===== src/rtl/lsw_pkg.sv =====
package lsw_pkg;
    typedef enum logic [2:0] {
        ST_OFF,
        ST_ON,
        ST_LIMIT,
        ST_COOL,
        ST_LATCHED
    } lsw_state_e;

    typedef enum logic [1:0] {
        SNS_HIZ   = 2'b00,
        SNS_ZERO  = 2'b01,
        SNS_LOAD  = 2'b10,
        SNS_FAULT = 2'b11
    } sns_sel_e;

    localparam int unsigned NFLAG  = 4;
    localparam int unsigned F_ILIM = 0;
    localparam int unsigned F_TREL = 1;
    localparam int unsigned F_TABS = 2;
    localparam int unsigned F_OL   = 3;
endpackage


===== src/rtl/lsw_sync2.sv =====
module lsw_sync2 #(
    parameter int unsigned WIDTH = 2
) (
    input  logic             clk,
    input  logic             rst_n,
    input  logic [WIDTH-1:0] d_i,
    output logic [WIDTH-1:0] q_o
);
    logic [WIDTH-1:0] meta;

    always_ff @(posedge clk or negedge rst_n) begin
        if (!rst_n) begin
            meta <= '0;
            q_o  <= '0;
        end else begin
            meta <= d_i;
            q_o  <= meta;
        end
    end
endmodule


===== src/rtl/lsw_deglitch.sv =====
module lsw_deglitch #(
    parameter int unsigned CYCLES = 25
) (
    input  logic clk,
    input  logic rst_n,
    input  logic flag_i,
    output logic qual_o
);
    localparam int unsigned W = $clog2(CYCLES + 1);
    localparam logic [W-1:0] LIM = W'(CYCLES);

    logic [W-1:0] cnt;

    always_ff @(posedge clk or negedge rst_n) begin
        if (!rst_n) begin
            cnt <= '0;
        end else if (!flag_i) begin
            cnt <= '0;
        end else if (cnt != LIM) begin
            cnt <= cnt + 1'b1;
        end
    end

    assign qual_o = (cnt == LIM);

    AST_DG_FILTER: assert property (@(posedge clk) disable iff (!rst_n)
        $rose(qual_o) |-> $past(flag_i));
endmodule


===== src/rtl/lsw_fault_supervisor.sv =====
module lsw_fault_supervisor
    import lsw_pkg::*;
#(
    parameter int unsigned TICKS_PER_US = 10,
    parameter int unsigned ILIM_X10     = 25,
    parameter int unsigned TREL_X10     = 25,
    parameter int unsigned TABS_X10     = 200,
    parameter int unsigned OL_X10       = 5000,
    parameter int unsigned RETRY_CYC    = 3000
) (
    input  logic       clk,
    input  logic       rst_n,
    input  logic       en_i,
    input  logic       latch_i,
    input  logic       diag_en_i,
    input  logic       ilim_flag_i,
    input  logic       trel_flag_i,
    input  logic       tabs_flag_i,
    input  logic       hyst_ok_i,
    input  logic       ol_flag_i,
    output logic       gate_on_o,
    output logic       ilim_req_o,
    output logic       flt_o,
    output logic       flt_oe_o,
    output logic [1:0] sns_sel_o,
    output logic       pullup_en_o
);
    localparam int unsigned DG_X10 [NFLAG] = '{ILIM_X10, TREL_X10, TABS_X10, OL_X10};
    localparam int unsigned RW = $clog2(RETRY_CYC + 1);
    localparam logic [RW-1:0] RLIM = RW'(RETRY_CYC);

    // pin synchronization and edge detection
    logic [1:0] pins_s, pins_d;
    logic       en_s, latch_s, toggle;

    lsw_sync2 #(.WIDTH(2)) u_sync (
        .clk  (clk),
        .rst_n(rst_n),
        .d_i  ({latch_i, en_i}),
        .q_o  (pins_s)
    );

    always_ff @(posedge clk or negedge rst_n) begin
        if (!rst_n) pins_d <= '0;
        else        pins_d <= pins_s;
    end

    assign en_s    = pins_s[0];
    assign latch_s = pins_s[1];
    assign toggle  = |(pins_s ^ pins_d);

    // per-fault deglitch filters
    logic [NFLAG-1:0] raw, qual;
    assign raw = {ol_flag_i, tabs_flag_i, trel_flag_i, ilim_flag_i};

    for (genvar g = 0; g < NFLAG; g++) begin : g_dg
        lsw_deglitch #(.CYCLES(TICKS_PER_US * DG_X10[g] / 10)) u_dg (
            .clk   (clk),
            .rst_n (rst_n),
            .flag_i(raw[g]),
            .qual_o(qual[g])
        );
    end

    logic tsd_q, ilim_q, ol_q, hot_raw;
    assign tsd_q   = qual[F_TREL] | qual[F_TABS];
    assign ilim_q  = qual[F_ILIM];
    assign ol_q    = qual[F_OL];
    assign hot_raw = raw[F_TREL] | raw[F_TABS];

    // state register and retry timer
    lsw_state_e    state, state_nx;
    logic [RW-1:0] retry_cnt;
    logic          retry_done;

    always_ff @(posedge clk or negedge rst_n) begin
        if (!rst_n) state <= ST_OFF;
        else        state <= state_nx;
    end

    always_ff @(posedge clk or negedge rst_n) begin
        if (!rst_n)                 retry_cnt <= '0;
        else if (state != ST_COOL)  retry_cnt <= '0;
        else if (retry_cnt != RLIM) retry_cnt <= retry_cnt + 1'b1;
    end

    assign retry_done = (retry_cnt == RLIM);

    // next state
    always_comb begin
        state_nx = state;
        unique case (state)
            ST_OFF: begin
                if (en_s) state_nx = ST_ON;
            end
            ST_ON, ST_LIMIT: begin
                if (!en_s)       state_nx = ST_OFF;
                else if (tsd_q)  state_nx = latch_s ? ST_LATCHED : ST_COOL;
                else if (ilim_q) state_nx = ST_LIMIT;
                else             state_nx = ST_ON;
            end
            ST_COOL: begin
                if (!en_s)                         state_nx = ST_OFF;
                else if (retry_done && hyst_ok_i)  state_nx = ST_ON;
            end
            ST_LATCHED: begin
                if (toggle && !hot_raw) state_nx = ST_OFF;
            end
            default: state_nx = ST_OFF;
        endcase
    end

    // outputs
    logic     fault;
    sns_sel_e sns;

    always_comb begin
        gate_on_o   = 1'b0;
        ilim_req_o  = 1'b0;
        pullup_en_o = 1'b0;
        fault       = 1'b0;
        sns         = SNS_ZERO;
        unique case (state)
            ST_OFF: begin
                pullup_en_o = 1'b1;
                fault       = ol_q;
                sns         = ol_q ? SNS_FAULT : SNS_ZERO;
            end
            ST_ON: begin
                gate_on_o = 1'b1;
                sns       = SNS_LOAD;
            end
            ST_LIMIT: begin
                gate_on_o  = 1'b1;
                ilim_req_o = 1'b1;
                fault      = 1'b1;
                sns        = SNS_FAULT;
            end
            ST_COOL, ST_LATCHED: begin
                fault = 1'b1;
                sns   = SNS_FAULT;
            end
            default: ;
        endcase
        flt_o     = !fault;
        flt_oe_o  = diag_en_i & fault;
        sns_sel_o = diag_en_i ? sns : SNS_HIZ;
    end

    AST_LIMIT_REQ: assert property (@(posedge clk) disable iff (!rst_n)
        (state == ST_ON && ilim_q && !tsd_q && en_s) |=> ilim_req_o);
    AST_SHUTDOWN_GATE: assert property (@(posedge clk) disable iff (!rst_n)
        (gate_on_o && tsd_q) |=> !gate_on_o);
    AST_RETRY_WAIT: assert property (@(posedge clk) disable iff (!rst_n)
        (state == ST_COOL && !retry_done) |=> !gate_on_o);
    AST_LATCH_HOLD: assert property (@(posedge clk) disable iff (!rst_n)
        (state == ST_LATCHED && !toggle) |=> (state == ST_LATCHED));
    AST_DIAG_QUIET: assert property (@(posedge clk) disable iff (!rst_n)
        !diag_en_i |-> (!flt_oe_o && sns_sel_o == SNS_HIZ));
endmodule


===== config.mk =====
export PLATFORM = sky130hd
export DESIGN_NAME = lsw_fault_supervisor
export DESIGN_NICKNAME = d
export VERILOG_FILES = /design/src/rtl/lsw_pkg.sv /design/src/rtl/lsw_sync2.sv /design/src/rtl/lsw_deglitch.sv /design/src/rtl/lsw_fault_supervisor.sv
export SDC_FILE = /design/constraint.sdc
export NUM_CORES = 1
export LEC_CHECK = 0
export BUFFER_PORTS_ARGS = -buffer_cell sky130_fd_sc_hd__buf_2
export CORE_MARGIN = 2
export CORE_UTILIZATION = 50
export CTS_BUF_LIST = sky130_fd_sc_hd__clkbuf_16
export DETAILED_ROUTE_END_ITERATION = 8
export PLACE_DENSITY = 0.7
export SETUP_SLACK_MARGIN = 0.1
export SYNTH_ARGS = -nofsm -noshare
export SYNTH_HDL_FRONTEND = slang
export SYNTH_SLANG_ARGS = --single-unit

===== constraint.sdc =====
create_clock -name clk -period 1.88 [get_ports clk]
set_input_delay 0.282 -clock clk [delete_from_list [all_inputs] [get_ports clk]]
set_output_delay 0.282 -clock clk [all_outputs]
set_load 0.005 [all_outputs]

# == Yosys cells after proc, flatten, opt, wreduce, memory -nomap -nowiden ==
# Cells that the tools add are included.
# totals
register_bits,52
output_inout_bits,7
word_cells,76
in_bits,10
# classes
n_eq_ne,22
muxes,26
addsub,5
n_reduce_logical,10
n_bitwise,4
# ops
operator,n
13-bit 2-to-1 mux,2
12-bit 2-to-1 mux,2
3-bit 2-to-1 mux,7
5-bit 2-to-1 mux,4
8-bit 2-to-1 mux,2
"13-bit by 1-bit adder with 13-bit output, second input constant",1
"13-bit == test, second input constant",1
"13-bit != test, second input constant",1
"12-bit by 1-bit adder with 12-bit output, second input constant",1
"12-bit == test, second input constant",1
"12-bit != test, second input constant",1
3-bit case mux with 4 select lines,1
"5-bit by 1-bit adder with 5-bit output, second input constant",2
"5-bit == test, second input constant",2
"2-bit by 1-bit != test with 1-bit output, second input constant",5
"5-bit != test, second input constant",2
"8-bit by 1-bit adder with 8-bit output, second input constant",1
"8-bit == test, second input constant",1
"8-bit != test, second input constant",1
"3-bit by 2-bit == test with 1-bit output, second input constant",2
2-bit 2-to-1 mux,3
2-bit case mux with 3 select lines,1
2-bit OR reduction,2
"3-bit by 1-bit == test with 1-bit output, second input constant",1
other kinds (15),20

# == Depth between registers and ports, before layout ==
# depth
ltp_word,5
depth_mapped,7
depth_no_buf,6

# == By module ==
# A second synthesis with hierarchy kept.
# hier_totals
hier_cells,285
hier_area_um2,2852.7
# modules_own_cells
module,area_each_um2,cells_per_inst,instances,seq_area_each_um2
lsw_fault_supervisor,1027.2,110,1,425.4
lsw_deglitch (g_dg[3].u_dg),704.4,74,1,325.3
lsw_deglitch (g_dg[0].u_dg ...),286.5,26,2,125.1
lsw_deglitch (g_dg[2].u_dg),447.9,45,1,200.2
lsw_sync2,100.1,4,1,100.1

# == Worst setup path after synthesis ==
# No wires, ideal clock.
# synth_timing
path_type,register to output
startpoint,register g_dg[3].u_dg.cnt[0]
endpoint,output flt_oe_o
required_ns,1.598
path_buffers,1
arrival_time_ns,1.577
path_slack_ns,0.021
stages_incl_launch_ff,8
cell_sequence,dfrtp_1 -> inv_1 -> ha_1 -> nand4b_1 -> or4_1 -> buf_2 -> a21boi_2 -> o21a_1
# synth_between
elab_chain_len,3
# synth_rtl
element,line_no,text
start: declaration,lsw_deglitch.sv:12,logic [W-1:0] cnt;
start signal: assignment,lsw_deglitch.sv:20,cnt <= cnt + 1'b1;
13-bit == test,lsw_deglitch.sv:24,assign qual_o = (cnt == LIM);
1-bit case mux with 2 select lines,lsw_fault_supervisor.sv:123,unique case (state)
1-bit bitwise AND,lsw_fault_supervisor.sv:146,flt_oe_o = diag_en_i & fault;
end: declaration,lsw_fault_supervisor.sv:24,"output logic flt_oe_o,"
# Every way passes these cells.

# == Final worst setup path ==
# Same ends and word-level chain as after synthesis.

==> run metrics <==
Starting Density 0.5173; synthesized flop and latch total 52; Synth-to-Final Area Change 18.40%; htree depth 2; die area 5845 µm²; Startpoint Class flip-flop; via count 1,846; final hold vios 0; Critical-path top delay cell or4_4; WL/cell 12.60 µm; Row Count 26; Setup-failing EPs final 3; sequential area share after synthesis 0.4957; cell count after synthesis 251; failing checks negative setup slack; core area 5075 µm²; Synth area leaders dfrtp_1, xnor2_1, and2_1; fin crit share 1.153; Yosys Warn Count 0; IO buf count 16; post-route cell area 3108 µm²; max cap viols 0; Crit. Startpoint g_dg[3].u_dg.cnt[0]$_DFFE_PN0P_; Pleak 1.419 nW; Post-synth ARST share 1.000; diodes inserted 0; Slew headroom 0.7288; Yosys cell types 37; maximum VDD drop 559.1 µV; smallest hold slack 92.87 ps; crit path time final 2167 ps; vias in the first global route 1,829; fin worst setup slack -286.7 ps; dpl hpwl 3181 µm; Mapped Nets 271; drc violations 0; r2r endpoint g_dg[3].u_dg.cnt[0]$_DFFE_PN0P_; met1 Usage GRT 0.2426; Req. time, crit path 1600 ps; layer with the highest usage met2; Clock Tree Buf Depth 2; Crit path max-delay family simple AND/OR/NAND/NOR gates; fin. max-slew vios 0; Total GRT Usage 0.1744; initial antenna violation count 0; IO Pins 17; global route total overflow 0; placer congestion estimate 0.7647; Die Wd 76.46 µm; Least-Margin Pin Slew 405.9 ps; DP Area 2913 µm²; GR Util met2 0.2788; Mean Syn Cell Area 10.46 µm²; met3 Usage GRT 0.03910; WHS Path Cells 1; Top FF cell, synth dfrtp_1; flop2flop setup slack 30 ps; Max Clock Freq 461.5 MHz; FF-to-FF Start g_dg[3].u_dg.cnt[0]$_DFFE_PN0P_; number of buffers and inverters on the critical path 2; Slowest Stage Delay on Critical Path 530 ps; ANT nets after route 0; # clock sinks 52; Clock Skew 4.329 ps; vias per cell 5.085; worst min-delay path class in2reg; arrival time at the worst endpoint 1880 ps; worst-path fanout max 2; root buffer cell clkbuf_16; Hold EP u_sync.meta[0]$_DFF_PN0_; critical path class reg2out; Hold Startpoint en_i; unrepaired setup endpoints after global routing true; netlist area before placement 2625 µm²; share of cells above drive strength 1 0.1741; Power Dens Cells 713.5 nW/µm²; area leader, netlist dfrtp_1; clk slew on worst S/H paths 70 ps; critical path cell sequence inv_2 -> ha_1 -> nand4b_1 -> or4_4 -> a21boi_2 -> o21a_1 -> buf_2; DR pass1 iterations 4; cell count of the worst reg-to-reg path 8; CTS tree yes; outcome finished, violations left; post-synth top area share 0.4957; first-pass GRT wire length 8211 µm; Power, Total 2.218 mW; violation count after the first detailed-route iteration 76; nets@finish 312; number of flops mapped to enable cells by yosys 0; Routed WL 4575 µm; pin count of the biggest net entering global routing 53; Fillers 433; Die Ht 76.46 µm; cts bufs inserted 5; crit end category output pin; clock latency at the later pin of the worst-skew pair 290 ps
==> worst max-delay path by stage <==
| stage | to | slack (ps) | depth (start not counted) |
|---|---|---|---|
| after floorplan | flt_oe_o | 30 | 7 |
| after global routing | flt_oe_o | -370 | 7 |
| final | flt_oe_o | -290 | 7 |
| after detailed placement | sns_sel_o[1] | -20 | 7 |
| after global placement | sns_sel_o[1] | -20 | 7 |
| after CTS | sns_sel_o[1] | -290 | 7 |
==> cell families after synthesis <==
family / Yosys count / share of synthesized area
compound gates: 26 / 0.07102
simple gates: 105 / 0.2274
buf+inv: 20 / 0.02907
xor+xnor: 33 / 0.1101
mux: 5 / 0.01907
fa+ha+maj: 10 / 0.04766
flops: 52 / 0.4957
==> cells in the mapped netlist (all sizes together), types with 6 or more instances <==
cell   count
inv       17
nand2      9
and2      21
xnor2     24
dfrtp     52
xor2       9
o21ai      7
nand3     19
ha        10
or3        6
nor3       8
nor2      13
==> power by group <==
part	switching, mW	internal (mW)
logic	0.0744	0.0737
clock network	0.403	0.492
registers	0.0284	1.15
total	0.505	1.71
==> state kept, by name, indices dropped and copies added, names as in the netlist <==
register	count
u_sync.q_o	2
g_dg.u_dg.cnt	31
pins_d	2
retry_cnt	12
state	3
u_sync.meta	2
==> area by class of cell <==
cell class,instances,area (µm²),area share
flip-flops and latches,52,1303,0.4191
clock inverters,3,17.52,0.005636
inverters,17,63.81,0.02053
clock buffers,5,125.1,0.04026
multi-input cells,179,1255,0.4038
well taps,70,87.58,0.02818
repair buffers,37,256.5,0.08253
==> layer usage <==
metal,vias up,wire length (µm),part of all wire
li1,933,-,-
met1,890,2348,0.51
met2,16,2070,0.45
met3,7,105,0.023
met4,0,51,0.011
met5,-,0,0
==> stage by stage <==
step	setup slack (ps)	instances	TNS, ps	util
floorplan	30.36	251	0	-
global placement	-20.37	350	-35.61	0.5740
detailed placement	-17.75	350	-17.75	0.5740
CTS	-293.0	360	-858.0	0.6070
global route	-374.8	363	-1138	0.6124
finish	-286.7	363	-827.9	0.6124
==> timing repair <==
item	4_1_cts	5_1_grt
setup buffers	1	3
endpoints found under the setup margin	3	5
pin swaps	1	0
resized for setup	2	2
endpoints found under the hold margin	52	0
hold buffers	1	0
==> layout by cell type (no fill, tap or decap), types with 2 or more instances in the layout <==
master and instances:
a21boi_0 4, a21oi_1 4, and2_1 21, and3_1 4, buf_2 16, buf_4 18
clkbuf_16 5, dfrtp_1 51, ha_1 10, inv_1 16, mux2i_1 5, nand2_1 9
nand2b_1 3, nand3_1 19, nand4_1 3, nand4b_1 4, nor2_1 13, nor2b_1 4
nor3_1 8, nor3b_1 2, nor4_1 3, o211a_1 3, o21a_1 2, o21ai_0 7
or3_1 6, xnor2_1 24, xor2_1 9
Note: power is estimated with default switching activity, not from simulation.
